### src/rtl/qpsk_enc_pkg.sv
package qpsk_enc_pkg;

    localparam int PH_W    = 3;
    localparam int AMP_W   = 8;
    localparam int AMP_MAX = 127;
    localparam int AMP_DIA = 90;

    typedef logic [PH_W-1:0] phase_t;

    typedef struct packed {
        logic x;
        logic y;
    } dibit_t;

    typedef struct packed {
        logic signed [AMP_W-1:0] i;
        logic signed [AMP_W-1:0] q;
    } iq_t;

    // Differential step in 45-degree units, modulo 8
    function automatic phase_t phase_step(input dibit_t d);
        phase_t s;
        case ({d.x, d.y})
            2'b00:   s = phase_t'(1);
            2'b01:   s = phase_t'(3);
            2'b10:   s = phase_t'(7);
            default: s = phase_t'(5);
        endcase
        return s;
    endfunction

    // Constellation point for a phase index
    function automatic iq_t iq_point(input phase_t p);
        iq_t r;
        case (p)
            3'd0:    begin r.i = AMP_W'(AMP_MAX);  r.q = AMP_W'(0);        end
            3'd1:    begin r.i = AMP_W'(AMP_DIA);  r.q = AMP_W'(AMP_DIA);  end
            3'd2:    begin r.i = AMP_W'(0);        r.q = AMP_W'(AMP_MAX);  end
            3'd3:    begin r.i = AMP_W'(-AMP_DIA); r.q = AMP_W'(AMP_DIA);  end
            3'd4:    begin r.i = AMP_W'(-AMP_MAX); r.q = AMP_W'(0);        end
            3'd5:    begin r.i = AMP_W'(-AMP_DIA); r.q = AMP_W'(-AMP_DIA); end
            3'd6:    begin r.i = AMP_W'(0);        r.q = AMP_W'(-AMP_MAX); end
            default: begin r.i = AMP_W'(AMP_DIA);  r.q = AMP_W'(-AMP_DIA); end
        endcase
        return r;
    endfunction

endpackage

### src/rtl/pn_source.sv
module pn_source #(
    parameter int LEN = 9,
    parameter int TAP = 5
) (
    input  logic clk,
    input  logic rst,
    input  logic adv,
    output logic bit_o
);
    logic [LEN-1:0] state;
    logic           fb;

    assign fb    = state[LEN-1] ^ state[TAP-1];
    assign bit_o = state[LEN-1];

    always_ff @(posedge clk) begin
        if (rst)      state <= '1;
        else if (adv) state <= {state[LEN-2:0], fb};
    end

    // a maximal-length register never reaches the all-zero lock-up state
    assert_lfsr_nonzero_R8: assert property (@(posedge clk) disable iff (rst)
        state != '0);

    // no strobe, no advance
    assert_lfsr_hold_R9: assert property (@(posedge clk) disable iff (rst)
        !adv |=> $stable(state));
endmodule

### src/rtl/dibit_pack.sv
module dibit_pack
    import qpsk_enc_pkg::*;
(
    input  logic   clk,
    input  logic   rst,
    input  logic   bit_en,
    input  logic   bit_i,
    output logic   pair_vld,
    output dibit_t pair
);
    logic half;
    logic x_hold;

    assign pair_vld = bit_en & half;
    assign pair.x   = x_hold;
    assign pair.y   = bit_i;

    always_ff @(posedge clk) begin
        if (rst) begin
            half   <= 1'b0;
            x_hold <= 1'b0;
        end else if (bit_en) begin
            half <= ~half;
            if (!half) x_hold <= bit_i;
        end
    end

    // pairing state only moves with a strobe
    assert_pair_hold_R9: assert property (@(posedge clk) disable iff (rst)
        !bit_en |=> $stable(half) && $stable(x_hold));

    // a completed pair always empties the assembly
    assert_pair_clear_R2: assert property (@(posedge clk) disable iff (rst)
        pair_vld |=> !half);
endmodule

### src/rtl/phase_mapper.sv
module phase_mapper
    import qpsk_enc_pkg::*;
(
    input  logic   clk,
    input  logic   rst,
    input  logic   step_en,
    input  dibit_t step_bits,
    output iq_t    iq,
    output logic   sym_valid
);
    phase_t phase;
    phase_t phase_nx;

    assign phase_nx = phase + phase_step(step_bits);

    always_ff @(posedge clk) begin
        if (rst) begin
            phase     <= '0;
            iq        <= iq_point('0);
            sym_valid <= 1'b0;
        end else begin
            sym_valid <= step_en;
            if (step_en) begin
                phase <= phase_nx;
                iq    <= iq_point(phase_nx);
            end
        end
    end

    // the phase index moves on every symbol
    assert_phase_moves_R4: assert property (@(posedge clk) disable iff (rst)
        sym_valid |-> phase != $past(phase));

    // phase held between symbols
    assert_phase_hold_R9: assert property (@(posedge clk) disable iff (rst)
        !step_en |=> $stable(phase));
endmodule

### src/rtl/pi4_qpsk_encoder.sv
module pi4_qpsk_encoder
    import qpsk_enc_pkg::*;
#(
    parameter int PN_LEN = 9,
    parameter int PN_TAP = 5
) (
    input  logic             clk,
    input  logic             rst,
    input  logic             bit_en,
    input  logic             data_in,
    input  logic             test_mode,
    output logic             pn_mon,
    output logic [AMP_W-1:0] i_code,
    output logic [AMP_W-1:0] q_code,
    output logic             sym_valid
);
    logic   pn_bit;
    logic   src_bit;
    logic   pair_vld;
    dibit_t pair;
    iq_t    iq;

    pn_source #(.LEN(PN_LEN), .TAP(PN_TAP)) u_pn (
        .clk   (clk),
        .rst   (rst),
        .adv   (bit_en),
        .bit_o (pn_bit)
    );

    assign src_bit = test_mode ? pn_bit : data_in;
    assign pn_mon  = pn_bit;

    dibit_pack u_pack (
        .clk      (clk),
        .rst      (rst),
        .bit_en   (bit_en),
        .bit_i    (src_bit),
        .pair_vld (pair_vld),
        .pair     (pair)
    );

    phase_mapper u_map (
        .clk       (clk),
        .rst       (rst),
        .step_en   (pair_vld),
        .step_bits (pair),
        .iq        (iq),
        .sym_valid (sym_valid)
    );

    assign i_code = iq.i;
    assign q_code = iq.q;

    // a symbol pulse only follows an accepted bit
    assert_valid_after_strobe_R2: assert property (@(posedge clk) disable iff (rst)
        sym_valid |-> $past(bit_en));

    // pulses are one cycle long
    assert_valid_single_R2: assert property (@(posedge clk) disable iff (rst)
        sym_valid |=> !sym_valid);

    // each new symbol lands on a different constellation point
    assert_point_changes_R4: assert property (@(posedge clk) disable iff (rst)
        sym_valid |-> {i_code, q_code} != $past({i_code, q_code}));

    // outputs hold between symbols
    assert_iq_hold_R6: assert property (@(posedge clk) disable iff (rst)
        !sym_valid |-> $stable(i_code) && $stable(q_code));
endmodule

### config.mk
export PLATFORM = sky130hd
export DESIGN_NAME = pi4_qpsk_encoder
export DESIGN_NICKNAME = d
export VERILOG_FILES = /design/src/rtl/qpsk_enc_pkg.sv /design/src/rtl/pn_source.sv /design/src/rtl/dibit_pack.sv /design/src/rtl/phase_mapper.sv /design/src/rtl/pi4_qpsk_encoder.sv
export SDC_FILE = /design/constraint.sdc
export NUM_CORES = 1
export LEC_CHECK = 0
export BUFFER_PORTS_ARGS = -buffer_cell sky130_fd_sc_hd__buf_2
export CAP_MARGIN = 20
export CORE_ASPECT_RATIO = 0.9
export CORE_UTILIZATION = 58
export DETAILED_ROUTE_END_ITERATION = 7
export PLACE_DENSITY_LB_ADDON = 0.1
export SYNTH_ARGS = -nofsm -noshare
export SYNTH_HDL_FRONTEND = slang
export SYNTH_HIERARCHICAL = 1
export SYNTH_SLANG_ARGS = --single-unit
### constraint.sdc
create_clock -name clk -period 6 [get_ports clk]
set_clock_uncertainty 0.2 [all_clocks]
set_input_delay 0.3 -clock clk [delete_from_list [all_inputs] [get_ports clk]]
set_output_delay 0.3 -clock clk [all_outputs]
set_load 0.01 [all_outputs]
### Word-level counts from Yosys, hierarchy flattened

Cells that the tools add are included.
Widths: inputs -> output; s select.

| storage, ports and cells | value |
|---|---|
| output and inout bits | 18 |
| input port bits | 5 |
| register bits after elaboration | 31 |
| logic and storage cells | 25 |

| operators by class | value |
|---|---|
| $add $sub $neg | 1 |
| eq/ne operators | 8 |
| multiplexer cells | 3 |
| reductions and logical operators | 3 |
| bitwise operators | 3 |

Operators by type and width:

| cell | number |
|---|---|
| $pmux 16 s7 | 1 |
| $eq 3x3->1 const B | 3 |
| $pmux 3 s3 | 1 |
| $eq 3x2->1 const B | 2 |
| $add 3x3->3 | 1 |
| $eq 3x1->1 const B | 1 |
| $logic_not 3->1 | 1 |
| $eq 2x1->1 const B | 1 |
| $eq 2x2->1 const B | 1 |
| $logic_not 2->1 | 1 |
| $reduce_and 2->1 | 1 |
| $and 1x1->1 | 1 |
| $mux 1 | 1 |
| $not 1->1 | 1 |
| $xor 1x1->1 | 1 |

### Longest topological paths before layout

Gate-level depths: netlist (run 1).

| logic depth | value |
|---|---|
| word-level depth | 6 |
| depth in mapped cells | 12 |
| mapped depth without buffers | 11 |

### By module

Netlist (run 1), hierarchy kept.

Modules (own cells, without submodules):

| module | cells each | sequential area each (um^2) | area an instance (um^2) | times used |
|---|---|---|---|---|
| phase_mapper | 89 | 280.3 | 814.5 | 1 |
| pn_source | 30 | 180.2 | 330.3 | 1 |
| dibit_pack | 11 | 40.0 | 108.9 | 1 |
| pi4_qpsk_encoder | 1 | 0.0 | 15.0 | 1 |

### Least setup slack after synthesis (run 1)

No wires, ideal clock.

| path | value |
|---|---|
| path type | register -> register |
| from | register u_pn.state[8] |
| to | register u_map/iq[1] (netlist name) |
| stages on the path, launching flop included | 12 |
| period minus slack after synthesis | 2.764 ns |
| setup slack | 3.236 ns |
| data required time | 5.719 ns |
| arrival | 2.483 ns |
| library setup time | 0.081 ns |
| buffers on the path | 2 |
| cells stage by stage | dfxtp_1 mux2_4 buf_4 inv_1 ha_1 inv_1 ha_1 ha_1 clkbuf_1 or3_1 a21o_2 a41oi_1 |

| on the way | value |
|---|---|
| cells in the longest elaborated chain, start to end | 6 |
| elaborated cells on any way between the ends | 14 |
| those cells by class | 1 x add/sub; 8 x eq/ne; 3 x mux; 2 x reduce/logical |

Ends and longest elaborated chain:

| what | line | text |
|---|---|---|
| from (decl) | pn_source.sv:10 | `logic [LEN-1:0] state;` |
| from (signal assigned) | pn_source.sv:18 | `else if (adv) state <= {state[LEN-2:0], fb};` |
| $mux 1 * | pi4_qpsk_encoder.sv:30 | `assign src_bit = test_mode ? pn_bit : data_in;` |
| named net src_bit | pi4_qpsk_encoder.sv:18 | `logic src_bit;` |
| $eq 2x2->1 (tied with other cells) | qpsk_enc_pkg.sv:23 | `case ({d.x, d.y})` |
| $pmux 3 s3 * | qpsk_enc_pkg.sv:23 |  |
| $add 3x3->3 * | phase_mapper.sv:14 | `assign phase_nx = phase + phase_step(step_bits);` |
| $eq 3x3->1 (tied with other cells) | qpsk_enc_pkg.sv:35 | `case (p)` |
| $pmux 16 s7 * | qpsk_enc_pkg.sv:35 |  |

The timed path passes the listed nets; every way through them passes the cells marked *.
A chain may end at the register's enable or synchronous reset.

### Worst setup path after layout (run 1)

| path | value |
|---|---|
| from | register u_pn.state[8] |
| to | register u_map/iq[1] (netlist name) |

| on the way | value |
|---|---|
| cells in the longest elaborated chain, start to end | 6 |
| elaborated cells on any way between the ends | 14 |
| those cells by class | 1 x add/sub; 8 x eq/ne; 3 x mux; 2 x reduce/logical |

Ends and longest elaborated chain:

| what | line |
|---|---|
| $mux 1 * | pi4_qpsk_encoder.sv:30 |
| named net src_bit | pi4_qpsk_encoder.sv:18 |
| $eq 2x2->1 (tied with other cells) | qpsk_enc_pkg.sv:23 |
| $pmux 3 s3 * | qpsk_enc_pkg.sv:23 |
| $add 3x3->3 * | phase_mapper.sv:14 |
| $eq 3x3->1 (tied with other cells) | qpsk_enc_pkg.sv:35 |
| $pmux 16 s7 * | qpsk_enc_pkg.sv:35 |

Marked as above.

==> results.txt, run 1 <==
- Area of combinational cells with multiple inputs: 656 um^2
- For the worst setup path, the data required time is 6.05 ns.
- Worst hold path class: in -> reg
- Number of levels in the clock H-tree: 1
* Vias per Instance: 5.65
- Summing all flip-flop and latch instances after layout gives 500 um^2.
* Avg WL per Cell: 13.5 um
- Maximum fanout encountered on the critical timing path: 7
- Slowest CP cell: sky130_fd_sc_hd__or3_1
- DIE WIDTH: 51.3 um
- Max Slew Vio Count: 0
* I/O Pins: 23
- The most used flip-flop cell after synthesis is sky130_fd_sc_hd__dfxtp_1.
* Global-route wire length before repair: 3880 um
* Share of the yosys chip area belonging to registers: 39.4%
- Worst hold slack after final layout: 0.143 ns
- The die covers 0.00238 mm^2.
- Global Route Usage Sum: 22.8%
* Maximum number of pins on one net before global-route repair: 19
- In this design, the stage delay of the slowest critical-path cell is 0.44 ns.
* Post-cts gate resize count: 0
- Reported leakage power: 0.586 nW
- In this run the core area contains 15 standard-cell rows.
- Antenna violations before repair: 0
* Worst vdd rail ir drop: 0.207 mV
- Cell taking the most area after synthesis: sky130_fd_sc_hd__dfxtp_1
- Type of the setup path with the least slack: reg -> reg
- The smallest clock period supported by the final layout is computed as 2.85 ns.
* Kind of start point of the critical path: flip-flop
* Mean instance size in the synthesized netlist: 9.68 um^2
- By area the synthesized netlist is led by sky130_fd_sc_hd__dfxtp_1, sky130_fd_sc_hd__mux2i_1, sky130_fd_sc_hd__ha_1.
- The worst pin sits at a relative slew slack of 65.6%.
- The mapped netlist covers 0.00127 mm^2.
- Residual DRC count: 0
- CTS root buffer: sky130_fd_sc_hd__clkbuf_4
- Total negative slack: 0 ns
* Skew-Pair Late Insertion Delay: 0.33 ns
- Number of synthesized register bits: 25
* Clock tree from TritonCTS: done
- Number of hold violations in the final report: 0
- Max-cap violations in this run came to 0.
- Area share of the largest cell type after synthesis: 39.4%
- Fin nets: 159
* Result of the run: complete, no violations
- Share of synthesized registers carrying an async set or reset: 0%
- For this configuration, the core starts out at a cell density of 63.8%.
- Count of distinct cell types in the synthesized netlist: 42
- The layout has 180 filler cells.
- Yosys synthesis warning count: 6
- Number of iterations in the first detailed-routing pass: 5
- Iteration-0 DRC count of the detailed router: 47
- For the worst setup path, the data arrival time is 2.90 ns.
* Vias in the first global route: 869
* Slew @ Worst Pin: 0.513 ns
- Cell with the most instances after synthesis: sky130_fd_sc_hd__dfxtp_1
- The tree built by TritonCTS fans out to 25 sinks.
- Walking the worst path, the cells encountered are mux2_4 > inv_1 > ha_1 > inv_1 > ha_1 > inv_1 > ha_1 > or3_1 > nand3b_1 > o221ai_1 > a41oi_1.
- Routability Congestion: 0.830
* Antenna diode count: 0
- Cts-stage hold buffer count: 0
- Post-CTS Setup Bufs: 0
* Achievable clock frequency: 0.351 GHz
* Chip Height: 46.4 um
- Final HPWL from detailed placement: 1640 um
- Commonest cells post-synth: sky130_fd_sc_hd__dfxtp_1, sky130_fd_sc_hd__nand2_1, sky130_fd_sc_hd__nor2_1
- Synthesis produced a netlist whose cell count is 131.
- Detailed-route wire length: 2300 um
* Number of CTS-inserted buffers: 3
- Input and output buffers added on the ports amount to 22.
* Final setup violation count: 0
- Via count: 961
* Detail Route Antenna Nets: 0
* Area Growth Syn to Fin: 7.00%
- The total overflow left after global routing is 0.
- Placeable core area: 0.00199 mm^2
* Total power density per cell area: 262 mW/mm^2
- Setup repair after global routing left no endpoint under its margin.
- The worst path uses 47.5% of the clock period.
- Number of enable-type register cells in the synthesized netlist: 0
- Max Root-Sink Buffers: 2
- After clock tree synthesis, the clock-pin slew on the worst setup and hold paths is 0.14 ns.
- The number of nets in the synthesized netlist is 144.
* Fraction of final layout cells sized beyond drive strength 1: 25.5%
* CP Capture Type: flip-flop
routing by layer:
| metal | global-route usage [%] | share of wire (%) |
|---|---|---|
| met2 | 36.6 | 46 |
| met5 | 0 | 0 |
| met3 | 6.93 | 5.4 |
| met4 | 10.3 | 1.1 |
| met1 | 28.6 | 48 |
state kept, by name, summed over array words and instances (netlist names):
name and cells:
u_map/iq 10, u_pn/state 9, u_map/phase 3, u_map/sym_valid 1
u_pack/half 1, u_pack/x_hold 1
per-stage QoR:
step                total power, mW  util [%]  instance area [um^2]  instances  worst slack (ns)
floorplan                     0.263         -                  1270        131              3.24
global placement              0.278      66.7                  1330        166              3.19
detailed placement            0.281      66.7                  1330        166              3.14
CTS                           0.359      68.2                  1360        170              3.15
global route                  0.376      68.2                  1360        170              2.93
finish                        0.356      68.2                  1360        170              3.15
final timing paths:
| kind | slack, ns | from | cells after the start | end |
|---|---|---|---|---|
| worst min-delay path | 0.14 | rst | 2 | u_pack/half |
| worst max register to register | 3.15 | u_pn/state[8] | 11 | u_map/iq[1] |
| worst min register to register | 0.29 | u_pn/state[7] | 2 | u_pn/state[8] |
| worst max-delay path | 3.15 | u_pn/state[8] | 11 | u_map/iq[1] |
power by group:
part | internal (mW) | switching [mW]
Sequential | 0.176 | 0.00673
Clock | 0.0255 | 0.0507
Combinational | 0.0398 | 0.0580
Total | 0.241 | 0.115
critical path: cells and delay by family (launching register included):
family	cells	cell delay (ns)
AOI/OAI and AO/OA	2	0.30
adders and majority gates	3	0.94
buffers and inverters	3	0.19
DFF	1	0.41
muxes	1	0.19
and+or+nand+nor	2	0.55
cell type report:
cell class / instances / area share [%]
inverter: 8 / 2.21
tap: 25 / 2.30
timing repair buffer: 22 / 8.11
multi-input combinational: 86 / 48.3
clock inverter: 1 / 0.553
clock buffer: 3 / 1.66
sequential: 25 / 36.9
cell families (layout without fill, tap and decap cells):
| group | after synthesis | count (layout) | share of synthesized area (%) |
|---|---|---|---|
| AND/OR/NAND/NOR | 38 | 38 | 14.5 |
| flip-flops | 25 | 25 | 39.4 |
| AO/OA/AOI/OAI | 22 | 22 | 13.5 |
| buffers and inverters | 20 | 34 | 8.88 |
| multiplexers | 12 | 12 | 9.86 |
| adder cells (fa/ha/maj) | 8 | 8 | 8.48 |
| XOR/XNOR | 6 | 6 | 5.33 |
cell usage in the layout (no fill, tap or decap), types with 3 or more instances in the layout:
master / count
sky130_fd_sc_hd__dfxtp_1: 25
sky130_fd_sc_hd__buf_2: 22
sky130_fd_sc_hd__nor2_1: 12
sky130_fd_sc_hd__nand2_1: 12
sky130_fd_sc_hd__mux2i_1: 11
sky130_fd_sc_hd__inv_1: 7
sky130_fd_sc_hd__ha_1: 7
sky130_fd_sc_hd__xnor2_1: 4
sky130_fd_sc_hd__clkbuf_4: 3
sky130_fd_sc_hd__nand3_1: 3
sky130_fd_sc_hd__o221ai_1: 3
No activity file was read; power rests on OpenSTA's default activity.
==> run 2, diff against run 1 <==
- CORE_UTILIZATION: 58 -> 49
- clock period: 6 -> 2.4 ns (I/O delays scaled with it)
==> run 2 against run 1 <==
Effect of this change:
- the run now ends with negative setup slack left
- clock power increased to 2.6 times the previous value
- cell area increased by 13%
- global-route usage decreased by 3.7 points
- total power increased to 2.7 times the previous value
- worst hold slack got worse by 0.0086 ns
- sequential share of layout area decreased by 3.9 points
- non-clock buffer count increased by 11
- critical endpoint is now u_map/iq[9]
- largest cell class unchanged
==> results.txt, run 2 (same netlist as run 1, synthesis figures left out) <==
- The run finished, with violations left.
- The checks that failed: negative setup slack.
- Post-layout min period: 2.45 ns
- IR analysis of the VDD net gives a maximum drop of 0.441 mV.
- Worst r2r path cells: 9
* Cell row count: 17
- Detailed-route wire length: 2380 um
* Avg WL per Cell: 13.0 um
- At the end of the flow, the number of nets in the layout was 170.
- The first detailed-routing pass took 4 iterations.
- For the worst setup path, the data required time is 2.43 ns.
- Setup violations remaining at the end of the flow were counted as 4.
* Slack of the worst reg-to-reg path: -0.05 ns
* Data arrival at the endpoint of the critical path: 2.49 ns
* Starting Density: 51.9%
- Origin of the critical flop-to-flop path: u_pn/state[8]
* Antenna violations before repair: 0
- Type of the setup path with the least slack: reg -> reg
* DIE WIDTH: 55.6 um
* Origin of the worst min-delay path: data_in
- Fraction of final layout cells sized beyond drive strength 1: 37.2%
- Once detail routing completed, the nets flagged for antenna violations numbered 0.
- Area Growth Syn to Fin: 20.5%
- The worst path uses 102% of the clock period.
* RSZ-0062 raised after global routing: yes
* Total congestion overflow: 0
- Clock tree synthesis selected as its root buffer the cell sky130_fd_sc_hd__clkbuf_4.
- In this run the critical register-to-register path is captured at u_map/iq[9].
- Leading cell type in the layout, fill and taps excluded: sky130_fd_sc_hd__dfxtp_1
- Residual DRC count: 0
- Post-CTS Setup Bufs: 0
- Total power density per cell area: 633 mW/mm^2
- Across all setup checks in the final design, the least slack found is -0.0529 ns.
- Routability Congestion: 0.824
* Count of max-cap constraint violations: 0
- Global Route Usage Sum: 19.1%
- In the final layout, the multi-input gates occupy 728 um^2.
- For this design the top-level I/O count stands at 23.
- After detailed routing, the number of vias per cell comes to 5.34.
- Filler cell count: 214
- Entering global routing, the biggest net connects 19 pins.
- Cells after DPL: 178
* Endpoint, Worst Hold: u_pack/x_hold
- The die is 50.3 um tall.
- Counting every sink on the clock net gives 25.
- Worst hold path depth: 5
* Final HPWL from detailed placement: 1640 um
- Counting along the longest clock path gives a buffer depth of 2.
- Registers take 504 um^2.
* Final non-filler cell total: 184
- Clock transition at the registers of the reported paths: 0.14 ns
- In this run, CTS created clock tree buffers numbering 3.
- Antenna diode count: 0
- Across all hold checks on the routed design, the worst slack comes to 0.135 ns.
- Commonest cells after routing, fill and taps aside: sky130_fd_sc_hd__dfxtp_1, sky130_fd_sc_hd__buf_2, sky130_fd_sc_hd__nor2_1, sky130_fd_sc_hd__nand2_1, sky130_fd_sc_hd__mux2i_1
* Achievable clock frequency: 0.408 GHz
* Final core utilization: 62.5%
- The final-report max-slew violation count came to 0.
- Maximum fanout encountered on the critical timing path: 3
- Clock tree from TritonCTS: done
* Reported leakage power: 0.644 nW
- Number of levels in the clock H-tree: 1
- CP Capture Type: flip-flop
- The worst setup path is launched from a flip-flop.
- Die Outline Area: 0.00280 mm^2
- The core region is 0.00245 mm^2.
* Iteration-0 DRC count of the detailed router: 30
- More flip-flops sit in one register than any other, and that register is u_map/iq.
- Global-route wire length before repair: 4080 um
* Port Buffers: 22
* Vias in the first global route: 885
- Relative max-transition margin: 72.6%
- The total count of hold-check failures in the final report is 0.
- Slew @ Worst Pin: 0.410 ns
- The clock reaches the later pin of the worst-skew pair after 0.33 ns.
* Via count: 982
* Worst hold path class: in -> reg
* Largest registers: u_map/iq x10, u_pn/state x9, u_map/phase x3
- Tracing the worst setup path back leads to its startpoint at u_pn/state[8].
- Max reg flops: 10
==> run 2: cell types whose count changed in the layout (fill, tap and decap cells not counted), sizes merged <==
cell	previous run	this run
buf	22	31
clkinvlp	1	0
dlygate4sd3	0	2
inv	8	9
==> run 2: cell type report <==
class | count | share of cell area [%]
clock buffer | 3 | 1.47
clock inverter | 1 | 0.573
inverter | 8 | 2.13
multi-input combinational | 86 | 47.6
sequential | 25 | 33.0
tap | 28 | 2.29
timing repair buffer | 33 | 12.9
==> run 2: timing repair <==
| item | 4_1_cts | 5_1_grt |
|---|---|---|
| hold buffers | 2 | 0 |
| setup endpoints to repair | 3 | 8 |
| hold endpoints to repair | 5 | 0 |
| resized for setup | 4 | 3 |
| pin swaps | 2 | 2 |
==> run 2: power breakdown <==
part / total [mW] / switching [mW] / leakage (nW) / internal [mW]
sequential: 0.457 / 0.0191 / 0.204 / 0.438
combinational: 0.311 / 0.163 / 0.422 / 0.149
clock: 0.200 / 0.132 / 0.0183 / 0.0680
total: 0.968 / 0.314 / 0.644 / 0.654
==> run 2: routing by layer <==
layer	vias to the layer above	wire, um	track usage, %	part of all wire [%]
li1	497	-	-	-
met1	448	1170	26.0	49
met2	32	1030	28.7	43
met3	5	138	4.64	5.8
met4	0	41	8.75	1.7
met5	-	0	0	0
==> run 2: worst max path at each step <==
stage / depth (start not counted) / to / slack [ns]
global placement: 9 / u_map/iq[13] / 0.008
finish: 9 / u_map/iq[9] / -0.05
floorplan: 11 / u_map/iq[1] / -0.15
global route: 9 / u_map/iq[9] / -0.12
detailed placement: 9 / u_map/iq[13] / -0.02
CTS: 9 / u_map/iq[1] / -0.03
==> run 2: through the flow <==
stage	cell area (um^2)	setup TNS [ns]	power [mW]	setup WS [ns]
2_1_floorplan	1320	-0.466	0.674	-0.154
3_3_place_gp	1440	0	0.747	0.00804
3_5_place_dp	1440	-0.0454	0.751	-0.0199
4_1_cts	1520	-0.0569	0.970	-0.0255
5_1_grt	1530	-0.543	1.03	-0.119
6_report	1530	-0.154	0.968	-0.0529
==> run 2: critical path, cell delays in order, from the launching register on <==
cell and delay (ns):
sky130_fd_sc_hd__dfxtp_4 0.37, sky130_fd_sc_hd__mux2_4 0.27, sky130_fd_sc_hd__inv_4 0.06, sky130_fd_sc_hd__ha_4 0.20
sky130_fd_sc_hd__fa_2 0.38, sky130_fd_sc_hd__xnor2_4 0.21, sky130_fd_sc_hd__xor2_2 0.23, sky130_fd_sc_hd__buf_4 0.17
sky130_fd_sc_hd__nand3_2 0.07, sky130_fd_sc_hd__a31o_2 0.20
==> run 3, diff against run 2 <==
- SKIP_LAST_GASP: default -> 1
==> run 3 against run 2 <==
Effect of this change:
- critical path depth unchanged
- critical path type unchanged
- worst hold slack unchanged
- critical endpoint unchanged
- core utilization unchanged
- non-clock buffer count unchanged
- register-to-register slack about the same
- the flow still finishes with violations (negative setup slack)
- sequential share of layout area unchanged
==> results.txt, run 3 (same netlist as run 1, synthesis figures left out) <==
- Maximum fanout encountered on the critical timing path: 3
- Commonest cells after routing, fill and taps aside: sky130_fd_sc_hd__dfxtp_1, sky130_fd_sc_hd__buf_2, sky130_fd_sc_hd__nor2_1, sky130_fd_sc_hd__nand2_1, sky130_fd_sc_hd__mux2i_1
- In this run the static leakage power is 0.644 nW.
* Avg WL per Cell: 13.0 um
- Final core utilization: 62.5%
- The kind of cell with the highest combined delay along the critical path is adder cells.
- Together, buffers and inverters on the worst path number 2.
- At the pin with the least slew margin, the transition time is 0.410 ns.
- In this run the worst hold path is classified as in -> reg.
* Max Slew Vio Count: 0
- Largest registers: u_map/iq x10, u_pn/state x9, u_map/phase x3
* Largest incremental delay on the critical path: 0.38 ns
- The core region is 0.00245 mm^2.
* Maximum number of pins on one net before global-route repair: 19
* Residual DRC count: 0
* CTS root buffer: sky130_fd_sc_hd__clkbuf_4
* Area of combinational cells with multiple inputs: 728 um^2
- Post-placement setup slack: -0.0199 ns
- TritonCTS built the clock tree.
- I/O Pins: 23
- Max Root-Sink Buffers: 2
* Global Route Usage Sum: 19.1%
- Cells after DPL: 178
* Number of levels in the clock H-tree: 1
- Once detail routing completed, the nets flagged for antenna violations numbered 0.
- The total count of hold-check failures in the final report came to 0.
- Across the run, the number of max-cap violations was 0.
- Vias per Instance: 5.34
* Final worst slack: -0.0529 ns
- Summing all placed instances gives a cell area of 0.00144 mm^2.
- Subtracting the final worst setup slack from the clock period gives 2.45 ns.
- Port Buffers: 22
- In the finished design, the share of the clock period the worst path needs comes to 102%.
- In the final layout, flip-flops and latches occupy 504 um^2.
- STA puts the critical path data required time at 2.43 ns.
* Number of iterations in the first detailed-routing pass: 4
- From synthesis to final layout, the design area changed by 20.5%.
- For this configuration, the core starts out at a cell density of 51.9%.
- Setup repair after global routing could not meet its margin everywhere.
* Cell row count: 17
- Skew-Pair Late Insertion Delay: 0.33 ns
* TritonCTS sink count: 25
- Violations in the final reports: negative setup slack
* Type of the setup path with the least slack: reg -> reg
- STA classifies the critical path endpoint as a flip-flop.
- Antenna violations before repair: 0
- Relative max-transition margin: 72.6%
- Routability Congestion: 0.824
- The die covers 0.00280 mm^2.
* Total congestion overflow: 0
- Setup violations remaining at the end of the flow were counted as 4.
* Filler cell count: 214
- Based on the critical path, the design can be clocked at up to 0.408 GHz.
* DIE WIDTH: 55.6 um
- STA puts the critical path data arrival time at 2.49 ns.
* Finished layout cell area: 0.00153 mm^2
- 0 antenna diodes ended up in the layout.
- Total power density per cell area: 633 mW/mm^2
* Global-route wire length before repair: 4080 um
* Iteration-0 DRC count of the detailed router: 30
- Fraction of final layout cells sized beyond drive strength 1: 37.2%
* Cell-by-cell listing of the critical path: mux2_4 > inv_4 > ha_4 > fa_2 > xnor2_4 > xor2_2 > buf_4 > nand3_2 > a31o_2
* Final HPWL from detailed placement: 1640 um
- After layout, the design draws a total of 0.968 mW.
- Detailed-route wire length: 2380 um
- The register with the most flip-flops in the layout has 10 of them.
* Kind of start point of the critical path: flip-flop
- Leading cell type in the layout, fill and taps excluded: sky130_fd_sc_hd__dfxtp_1
- Final non-filler cell total: 184
- Vias in the first global route: 885
* Slowest CP cell: sky130_fd_sc_hd__fa_2
- Fin nets: 170
- After clock tree synthesis, the clock-pin slew on the worst setup and hold paths is 0.14 ns.
- Worst vdd rail ir drop: 0.441 mV
* Number of CTS-inserted buffers: 3
* Via count: 982
- Measured along the y axis, the die boundary spans 50.3 um.
- Register name with the most flops: u_map/iq
- Result of the run: finished, violations left
==> run 3: cell counts in the layout (fill, tap and decap cells not counted) <==
Identical to the previous run, type by type.
==> run 3: what timing repair did <==
action | in CTS | in global routing
cloned | 0 | 0
hold buffers | 2 | 0
hold endpoints to repair | 5 | 0
pin swaps | 1 | 3
setup endpoints to repair | 3 | 8
resized for setup | 4 | 3
setup buffers | 0 | 0
==> run 3: tightest hold or removal path: stages <==
cell                        delay, ns
sky130_fd_sc_hd__buf_2           0.07
sky130_fd_sc_hd__mux2_4          0.15
sky130_fd_sc_hd__buf_4           0.10
sky130_fd_sc_hd__nand4bb_1       0.12
sky130_fd_sc_hd__o21ai_2         0.07
==> run 3: worst paths after layout <==
kind,startpoint,slack [ns],to,cells past startpoint
min,data_in,0.13,u_pack/x_hold,5
max reg2reg,u_pn/state[8],-0.05,u_map/iq[9],9
min reg2reg,u_map/iq[7],0.28,u_map/iq[7],1
max,u_pn/state[8],-0.05,u_map/iq[9],9
==> run 3: cell type report <==
| cell class | count | area share [%] |
|---|---|---|
| multi-input combinational | 86 | 47.6 |
| sequential | 25 | 33.0 |
| timing repair buffer | 33 | 12.9 |
| tap | 28 | 2.29 |
| inverter | 8 | 2.13 |
| clock buffer | 3 | 1.47 |
| clock inverter | 1 | 0.573 |
==> run 3: where the power goes <==
part           internal (mW)  total [mW]  switching (mW)
Sequential             0.438       0.457          0.0191
Combinational          0.149       0.311           0.163
Clock                 0.0680       0.200           0.132
==> run 3: stage by stage <==
step / TNS [ns] / hold slack [ns]
3_5_place_dp: -0.0454 / 0.254
4_1_cts: -0.0641 / 0.130
5_1_grt: -0.543 / 0.141
6_report: -0.154 / 0.135
3_3_place_gp: 0 / 0.247
2_1_floorplan: -0.466 / -0.00762
==> run 3: metal layers <==
layer	track usage, %	vias up	part of all wire (%)
li1	-	497	-
met1	26.0	448	49
met2	28.7	32	43
met3	4.64	5	5.8
met4	8.75	0	1.7
met5	0	-	0
